==> config.mk <==
export PLATFORM = sky130hd
export DESIGN_NAME = cfg_access_engine
export DESIGN_NICKNAME = d
export VERILOG_FILES = /design/src/rtl/cfg_access_pkg.sv /design/src/rtl/cfg_addr_map.sv /design/src/rtl/cfg_lane_unit.sv /design/src/rtl/cfg_seq.sv /design/src/rtl/cfg_access_engine.sv
export SDC_FILE = /design/constraint.sdc
export NUM_CORES = 1
export LEC_CHECK = 0
export BUFFER_PORTS_ARGS = -buffer_cell sky130_fd_sc_hd__buf_2
export CAP_MARGIN = 20
export CORE_ASPECT_RATIO = 0.5
export CORE_UTILIZATION = 59
export CTS_CLUSTER_DIAMETER = 200
export CTS_CLUSTER_SIZE = 25
export DETAILED_ROUTE_END_ITERATION = 16
export PLACE_DENSITY = 0.87
export SETUP_SLACK_MARGIN = 0.15
export SKIP_CTS_REPAIR_TIMING = 1
export SLEW_MARGIN = 20
export SYNTH_ARGS = -nofsm -noshare
export SYNTH_HDL_FRONTEND = slang
export SYNTH_HIERARCHICAL = 1
export SYNTH_SLANG_ARGS = --single-unit
export TNS_END_PERCENT = 10
==> constraint.sdc <==
create_clock -name clk -period 4.8 [get_ports clk]
set_input_delay 0.48 -clock clk [delete_from_list [all_inputs] [get_ports clk]]
set_output_delay 0.48 -clock clk [all_outputs]
set_load 0.02 [all_outputs]
==> src/rtl/cfg_access_pkg.sv <==
package cfg_access_pkg;

  typedef enum logic [2:0] {
    ST_IDLE,
    ST_CHK,
    ST_WIN,
    ST_RD,
    ST_WR,
    ST_DONE
  } cfg_state_e;

  localparam logic [1:0] ERR_OK    = 2'b00;
  localparam logic [1:0] ERR_REJ   = 2'b01;
  localparam logic [1:0] ERR_FAULT = 2'b10;

  function automatic logic len_legal(input logic [2:0] len);
    return (len == 3'd1) || (len == 3'd2) || (len == 3'd4);
  endfunction

  function automatic logic [31:0] len_mask(input logic [2:0] len);
    case (len)
      3'd1:    return 32'h0000_00FF;
      3'd2:    return 32'h0000_FFFF;
      default: return 32'hFFFF_FFFF;
    endcase
  endfunction

  function automatic logic [31:0] lane_extract(input logic [31:0] dw,
                                               input logic [1:0]  bsel,
                                               input logic [2:0]  len);
    logic [31:0] shifted;
    shifted = dw >> {bsel, 3'b000};
    return shifted & len_mask(len);
  endfunction

  function automatic logic [31:0] lane_merge(input logic [31:0] dw,
                                             input logic [1:0]  bsel,
                                             input logic [2:0]  len,
                                             input logic [31:0] wd);
    logic [31:0] keep;
    logic [31:0] ins;
    keep = len_mask(len) << {bsel, 3'b000};
    ins  = (wd & len_mask(len)) << {bsel, 3'b000};
    return (dw & ~keep) | ins;
  endfunction

endpackage

==> src/rtl/cfg_addr_map.sv <==
module cfg_addr_map #(
  parameter int          BUSW     = 8,
  parameter int          DEVW     = 5,
  parameter int          FUNCW    = 3,
  parameter int          OFFW     = 8,
  parameter int          SLOTS    = 16,
  parameter int          SEL_LSB  = 16,
  parameter logic [31:0] CFG_BASE = 32'h0C00_0000,
  parameter logic [31:0] WIN_MASK = 32'hFC00_0000,
  parameter logic [31:0] T0_CODE  = 32'h0000_0002,
  parameter logic [31:0] T1_CODE  = 32'h0000_0003,
  parameter int          BUS_LSB  = 16,
  parameter int          DEV_LSB  = 11,
  parameter int          FUNC_LSB = 8
) (
  input  logic [BUSW-1:0]  bus,
  input  logic [DEVW-1:0]  dev,
  input  logic [FUNCW-1:0] func,
  input  logic [OFFW-1:0]  off,
  input  logic             cardbus,
  output logic             dev_ok,
  output logic [31:0]      win_val,
  output logic [31:0]      data_addr
);

  logic        type1;
  logic [31:0] sel;
  logic [31:0] common;

  assign type1  = (bus != '0);
  // one-hot device select; only meaningful when the device number is legal
  assign sel    = 32'd1 << (32'(dev) + 32'(SEL_LSB));
  assign common = CFG_BASE | (32'(func) << FUNC_LSB) | (32'(off) & ~32'd3);

  always_comb begin
    dev_ok = 1'b1;
    if (cardbus && (32'(dev) > 32'd1)) dev_ok = 1'b0;
    if (!type1 && (32'(dev) >= 32'(SLOTS))) dev_ok = 1'b0;
  end

  always_comb begin
    if (type1) begin
      win_val   = T1_CODE;
      data_addr = common | (32'(bus) << BUS_LSB) | (32'(dev) << DEV_LSB);
    end else begin
      win_val   = T0_CODE | (sel & WIN_MASK);
      data_addr = common | (sel & ~WIN_MASK);
    end
  end

endmodule

==> src/rtl/cfg_lane_unit.sv <==
module cfg_lane_unit
  import cfg_access_pkg::*;
(
  input  logic [31:0] rd_word,
  input  logic [1:0]  bsel,
  input  logic [2:0]  len,
  input  logic [31:0] wdata,
  output logic [31:0] rd_aligned,
  output logic [31:0] wr_merged
);

  assign rd_aligned = lane_extract(rd_word, bsel, len);
  assign wr_merged  = lane_merge(rd_word, bsel, len, wdata);

endmodule

==> src/rtl/cfg_seq.sv <==
module cfg_seq
  import cfg_access_pkg::*;
#(
  parameter int          BUSW     = 8,
  parameter int          DEVW     = 5,
  parameter int          FUNCW    = 3,
  parameter int          OFFW     = 8,
  parameter logic [31:0] WIN_ADDR = 32'h0000_0104
) (
  input  logic             clk,
  input  logic             rst_n,
  input  logic             req_valid,
  output logic             req_ready,
  input  logic             req_write,
  input  logic [BUSW-1:0]  req_bus,
  input  logic [DEVW-1:0]  req_dev,
  input  logic [FUNCW-1:0] req_func,
  input  logic [OFFW-1:0]  req_off,
  input  logic [2:0]       req_len,
  input  logic [31:0]      req_wdata,
  output logic [BUSW-1:0]  q_bus,
  output logic [DEVW-1:0]  q_dev,
  output logic [FUNCW-1:0] q_func,
  output logic [OFFW-1:0]  q_off,
  output logic [2:0]       q_len,
  output logic [31:0]      q_wdata,
  input  logic             dev_ok,
  input  logic [31:0]      win_val,
  input  logic [31:0]      data_addr,
  input  logic [31:0]      rd_aligned,
  input  logic [31:0]      wr_merged,
  output logic             lb_valid,
  output logic             lb_write,
  output logic [31:0]      lb_addr,
  output logic [31:0]      lb_wdata,
  input  logic             lb_ready,
  input  logic             lb_fault,
  output logic             rsp_done,
  output logic [1:0]       rsp_err,
  output logic [31:0]      rsp_rdata,
  output logic             ev_win_done,
  output logic             ev_data_issue,
  output logic             ev_fault
);

  cfg_state_e  state;
  logic        q_write;
  logic [31:0] wr_q;
  logic        beat;
  logic        need_read;

  assign beat      = lb_valid && lb_ready;
  assign need_read = !q_write || (q_len != 3'd4);

  assign req_ready = (state == ST_IDLE);
  assign rsp_done  = (state == ST_DONE);
  assign lb_valid  = (state == ST_WIN) || (state == ST_RD) || (state == ST_WR);
  assign lb_write  = (state == ST_WIN) || (state == ST_WR);
  assign lb_addr   = (state == ST_WIN) ? WIN_ADDR : data_addr;
  assign lb_wdata  = (state == ST_WIN) ? win_val : ((state == ST_WR) ? wr_q : 32'd0);

  assign ev_win_done   = beat && (state == ST_WIN) && !lb_fault;
  assign ev_data_issue = lb_valid && (state != ST_WIN);
  assign ev_fault      = beat && lb_fault;

  always_ff @(posedge clk or negedge rst_n) begin
    if (!rst_n) begin
      state     <= ST_IDLE;
      q_write   <= 1'b0;
      q_bus     <= '0;
      q_dev     <= '0;
      q_func    <= '0;
      q_off     <= '0;
      q_len     <= '0;
      q_wdata   <= '0;
      wr_q      <= '0;
      rsp_err   <= ERR_OK;
      rsp_rdata <= '0;
    end else begin
      case (state)
        ST_IDLE: begin
          if (req_valid) begin
            q_write   <= req_write;
            q_bus     <= req_bus;
            q_dev     <= req_dev;
            q_func    <= req_func;
            q_off     <= req_off;
            q_len     <= req_len;
            q_wdata   <= req_wdata;
            rsp_err   <= ERR_OK;
            rsp_rdata <= '0;
            state     <= ST_CHK;
          end
        end
        ST_CHK: begin
          if (!dev_ok || !len_legal(q_len)) begin
            rsp_err <= ERR_REJ;
            state   <= ST_DONE;
          end else begin
            state <= ST_WIN;
          end
        end
        ST_WIN: begin
          if (beat) begin
            if (lb_fault) begin
              rsp_err   <= ERR_FAULT;
              rsp_rdata <= '1;
              state     <= ST_DONE;
            end else if (need_read) begin
              state <= ST_RD;
            end else begin
              wr_q  <= q_wdata;
              state <= ST_WR;
            end
          end
        end
        ST_RD: begin
          if (beat) begin
            if (lb_fault) begin
              rsp_err   <= ERR_FAULT;
              rsp_rdata <= '1;
              state     <= ST_DONE;
            end else if (!q_write) begin
              rsp_rdata <= rd_aligned;
              state     <= ST_DONE;
            end else begin
              wr_q  <= wr_merged;
              state <= ST_WR;
            end
          end
        end
        ST_WR: begin
          if (beat) begin
            if (lb_fault) begin
              rsp_err   <= ERR_FAULT;
              rsp_rdata <= '1;
            end
            state <= ST_DONE;
          end
        end
        default: state <= ST_IDLE;
      endcase
    end
  end

endmodule

==> src/rtl/cfg_access_engine.sv <==
module cfg_access_engine #(
  parameter int          BUSW     = 8,
  parameter int          DEVW     = 5,
  parameter int          FUNCW    = 3,
  parameter int          OFFW     = 8,
  parameter int          SLOTS    = 16,
  parameter logic [31:0] WIN_ADDR = 32'h0000_0104,
  parameter logic [31:0] CFG_BASE = 32'h0C00_0000,
  parameter logic [31:0] WIN_MASK = 32'hFC00_0000,
  parameter logic [31:0] T0_CODE  = 32'h0000_0002,
  parameter logic [31:0] T1_CODE  = 32'h0000_0003
) (
  input  logic             clk,
  input  logic             rst_n,
  input  logic             cardbus_mode,
  input  logic             req_valid,
  output logic             req_ready,
  input  logic             req_write,
  input  logic [BUSW-1:0]  req_bus,
  input  logic [DEVW-1:0]  req_dev,
  input  logic [FUNCW-1:0] req_func,
  input  logic [OFFW-1:0]  req_off,
  input  logic [2:0]       req_len,
  input  logic [31:0]      req_wdata,
  output logic             rsp_done,
  output logic [1:0]       rsp_err,
  output logic [31:0]      rsp_rdata,
  output logic             lb_valid,
  output logic             lb_write,
  output logic [31:0]      lb_addr,
  output logic [31:0]      lb_wdata,
  input  logic             lb_ready,
  input  logic [31:0]      lb_rdata,
  input  logic             lb_fault
);

  logic [BUSW-1:0]  q_bus;
  logic [DEVW-1:0]  q_dev;
  logic [FUNCW-1:0] q_func;
  logic [OFFW-1:0]  q_off;
  logic [2:0]       q_len;
  logic [31:0]      q_wdata;
  logic             dev_ok;
  logic [31:0]      win_val;
  logic [31:0]      data_addr;
  logic [31:0]      rd_aligned;
  logic [31:0]      wr_merged;
  logic             ev_win_done;
  logic             ev_data_issue;
  logic             ev_fault;

  cfg_addr_map #(
    .BUSW(BUSW), .DEVW(DEVW), .FUNCW(FUNCW), .OFFW(OFFW), .SLOTS(SLOTS),
    .CFG_BASE(CFG_BASE), .WIN_MASK(WIN_MASK), .T0_CODE(T0_CODE), .T1_CODE(T1_CODE)
  ) u_map (
    .bus(q_bus), .dev(q_dev), .func(q_func), .off(q_off), .cardbus(cardbus_mode),
    .dev_ok(dev_ok), .win_val(win_val), .data_addr(data_addr)
  );

  cfg_lane_unit u_lane (
    .rd_word(lb_rdata), .bsel(q_off[1:0]), .len(q_len), .wdata(q_wdata),
    .rd_aligned(rd_aligned), .wr_merged(wr_merged)
  );

  cfg_seq #(
    .BUSW(BUSW), .DEVW(DEVW), .FUNCW(FUNCW), .OFFW(OFFW), .WIN_ADDR(WIN_ADDR)
  ) u_seq (
    .clk(clk), .rst_n(rst_n),
    .req_valid(req_valid), .req_ready(req_ready), .req_write(req_write),
    .req_bus(req_bus), .req_dev(req_dev), .req_func(req_func), .req_off(req_off),
    .req_len(req_len), .req_wdata(req_wdata),
    .q_bus(q_bus), .q_dev(q_dev), .q_func(q_func), .q_off(q_off), .q_len(q_len),
    .q_wdata(q_wdata),
    .dev_ok(dev_ok), .win_val(win_val), .data_addr(data_addr),
    .rd_aligned(rd_aligned), .wr_merged(wr_merged),
    .lb_valid(lb_valid), .lb_write(lb_write), .lb_addr(lb_addr), .lb_wdata(lb_wdata),
    .lb_ready(lb_ready), .lb_fault(lb_fault),
    .rsp_done(rsp_done), .rsp_err(rsp_err), .rsp_rdata(rsp_rdata),
    .ev_win_done(ev_win_done), .ev_data_issue(ev_data_issue), .ev_fault(ev_fault)
  );

endmodule

==> summary.txt <==
Status
  – Status: finished clean

Power
  – Switching share of power: around 45%
  – Pint: around 4 mW
  – Comb power frac: 49.7%
  – Power share of the sequential group: between 30% and 40%
  – Leakage: ~5 nW
  – Switching pwr: roughly 3.3 mW
  – Clock power frac: between 10% and 20%
  – Peak supply drop: roughly 0.4 mV
  – PD cells: 761.5 mW/mm²
  – Total power: around 7.4 mW

Drt
  – Vias: about 7300
  – DRT Pass-1 Iters: 7
  – Antenna viol nets, final: 0
  – DRT Wirelength: 23860 µm
  – DR vias/cell: 6.199
  – WL met2: between 10000 and 15000 µm
  – Routed wire per std cell: 20.31 µm
  – Post-route met1 wirelength: 9862 µm
  – Met3 WL post-DR: approximately 3000 µm
  – Max layer used: met4
  – Drt initial violations: 868
  – DRC violation count after routing: 0

Yosys
  – Mapped Area: roughly 0.0083 mm²
  – Synth Instances: 834
  – Total of warnings raised by yosys: 6
  – Avg Cell Area, Syn: between 10 and 15 µm²

Worst setup path
  – Crit path capture type: output pin
  – WP data required: around 4300 ps
  – Critical path fanouts, max: 34
  – Crit path DAT: 2790 ps
  – R2R setup slack: between 2000 and 2500 ps
  – Critical path type: flop to output pin
  – Critical Path Start Type: flop

Floorplan
  – CORE AREA: ~0.014 mm²
  – Initial Util: 61.10%
  – Row count: 30
  – I/O pins: 200
  – Die ar.: 0.01466 mm²
  – Die W: about 170 µm
  – Die height: approximately 86 µm

Clock network
  – Root cell of the clock tree: clkbuf_16
  – Clock buffer depth: 2
  – Clk slew on worst S/H paths: ~60 ps
  – H-tree Lvls: 4
  – CTS tree: yes
  – Worst skew pair latency: 420 ps
  – Clock sink total: around 130
  – TritonCTS buffer count: 17

Layout
  – Layout cell share with drive strength beyond 1: roughly 30%
  – Filler cells: slightly below 1000
  – P&R area growth vs syn: 16.59%
  – Layout net count: about 1100
  – Antenna Diode Count: 0
  – Commonest non-fill, non-tap cell in the layout: buf_2
  – Most frequent cells in the layout: buf_2 (192), dfrtp_1 (128), mux2_1 (92)

Place
  – HPWL Detailed: 16280 µm
  – IO Port Bufs: 193
  – Final GP Congestion: 0.9120

Timing
  – Layout Skew: 12.55 ps
  – Tcrit/Tclk final: approximately 68%
  – Unrepaired setup endpoints after global routing: false
  – Worst slew margin: a little over a quarter
  – Slew @ Worst Pin: ~1100 ps
  – Post-layout minimum cycle time: approximately 3300 ps
  – Fin. Hold Viols: 0
  – Max-slew violations: 0
  – Endpoints failing setup: 0
  – F_max: approximately 310 MHz
  – Post-route setup TNS: 0 ps

Global routing
  – First-pass GRT wire length: between 30000 and 40000 µm
  – Total global-route track usage: around a third
  – Vias in the first global route: approximately 6800
  – Initial antenna violation count: 0
  – Gr ovfl total: 0
  – Maximum number of pins on one net before global-route repair: 65

Job
  – Max_cap viols: 0

Min path
  – Worst hold-check path type: input port to async pin
worst paths after layout:
| path | from | to | depth (start not counted) |
|---|---|---|---|
| max | u_seq/state[2] | lb_wdata[26] | 5 |
| min | rst_n | u_seq/q_bus[0] | 1 |
| max reg2reg | u_seq/state[0] | u_seq/q_func[0] | 4 |
| min reg2reg | u_seq/q_off[3] | u_seq/q_off[3] | 1 |
| max in group asynchronous | rst_n | u_seq/wr_q[12] | 2 |
| min in group clk | req_wdata[3] | u_seq/q_wdata[3] | 2 |
metal layers:
metal	up-vias	track usage (%)
met5	-	0
met4	0	10.97
met3	54	10.11
met2	511	50.22
met1	3503	45.05
li1	3216	-
power groups by stage:
stage	clock network (mW)	registers, mW	logic [mW]
floorplan	0	2.06	2.90
global placement	0	2.26	3.46
detailed placement	0	2.28	3.58
CTS	1.43	2.28	3.63
global route	1.49	2.37	3.97
finish	1.42	2.31	3.68
critical path: stages (launching register included):
cell      delay (ps)
dfrtp_1          500
nand2b_1         380
nor2_4           600
buf_4            450
a22o_1           240
buf_2            170
through the flow:
step	instance area [µm²]	hold WS, ps	setup WS [ps]	utilization (%)	cells
after floorplan	8464	184.4	2619	-	865
after global placement	9090	460.0	2057	66.53	1143
after detailed placement	9090	466.5	1962	66.53	1143
after CTS	9728	103.4	1529	71.20	1175
after global routing	9733	132.3	1385	71.24	1175
final	9733	84.13	1530	71.24	1175
state kept, by name (all words and copies together), names as in the netlist, 5 cells and up:
signal and flops:
u_seq/wr_q 32, u_seq/q_dev 5, u_seq/q_off 8, u_seq/q_wdata 32, u_seq/q_bus 8, u_seq/rsp_rdata 32
cell type report:
class / count / area [µm²] / share of cell area [%]
multi-input cells: 606 / 4531 / 46.55
flip-flops and latches: 129 / 3232 / 33.20
repair buffers: 203 / 1044 / 10.72
clock buffers: 18 / 439.2 / 4.512
well taps: 192 / 240.2 / 2.468
clock inverters: 14 / 198.9 / 2.044
inverters: 13 / 48.80 / 0.5014
No activity file was read; power rests on OpenSTA's default activity.
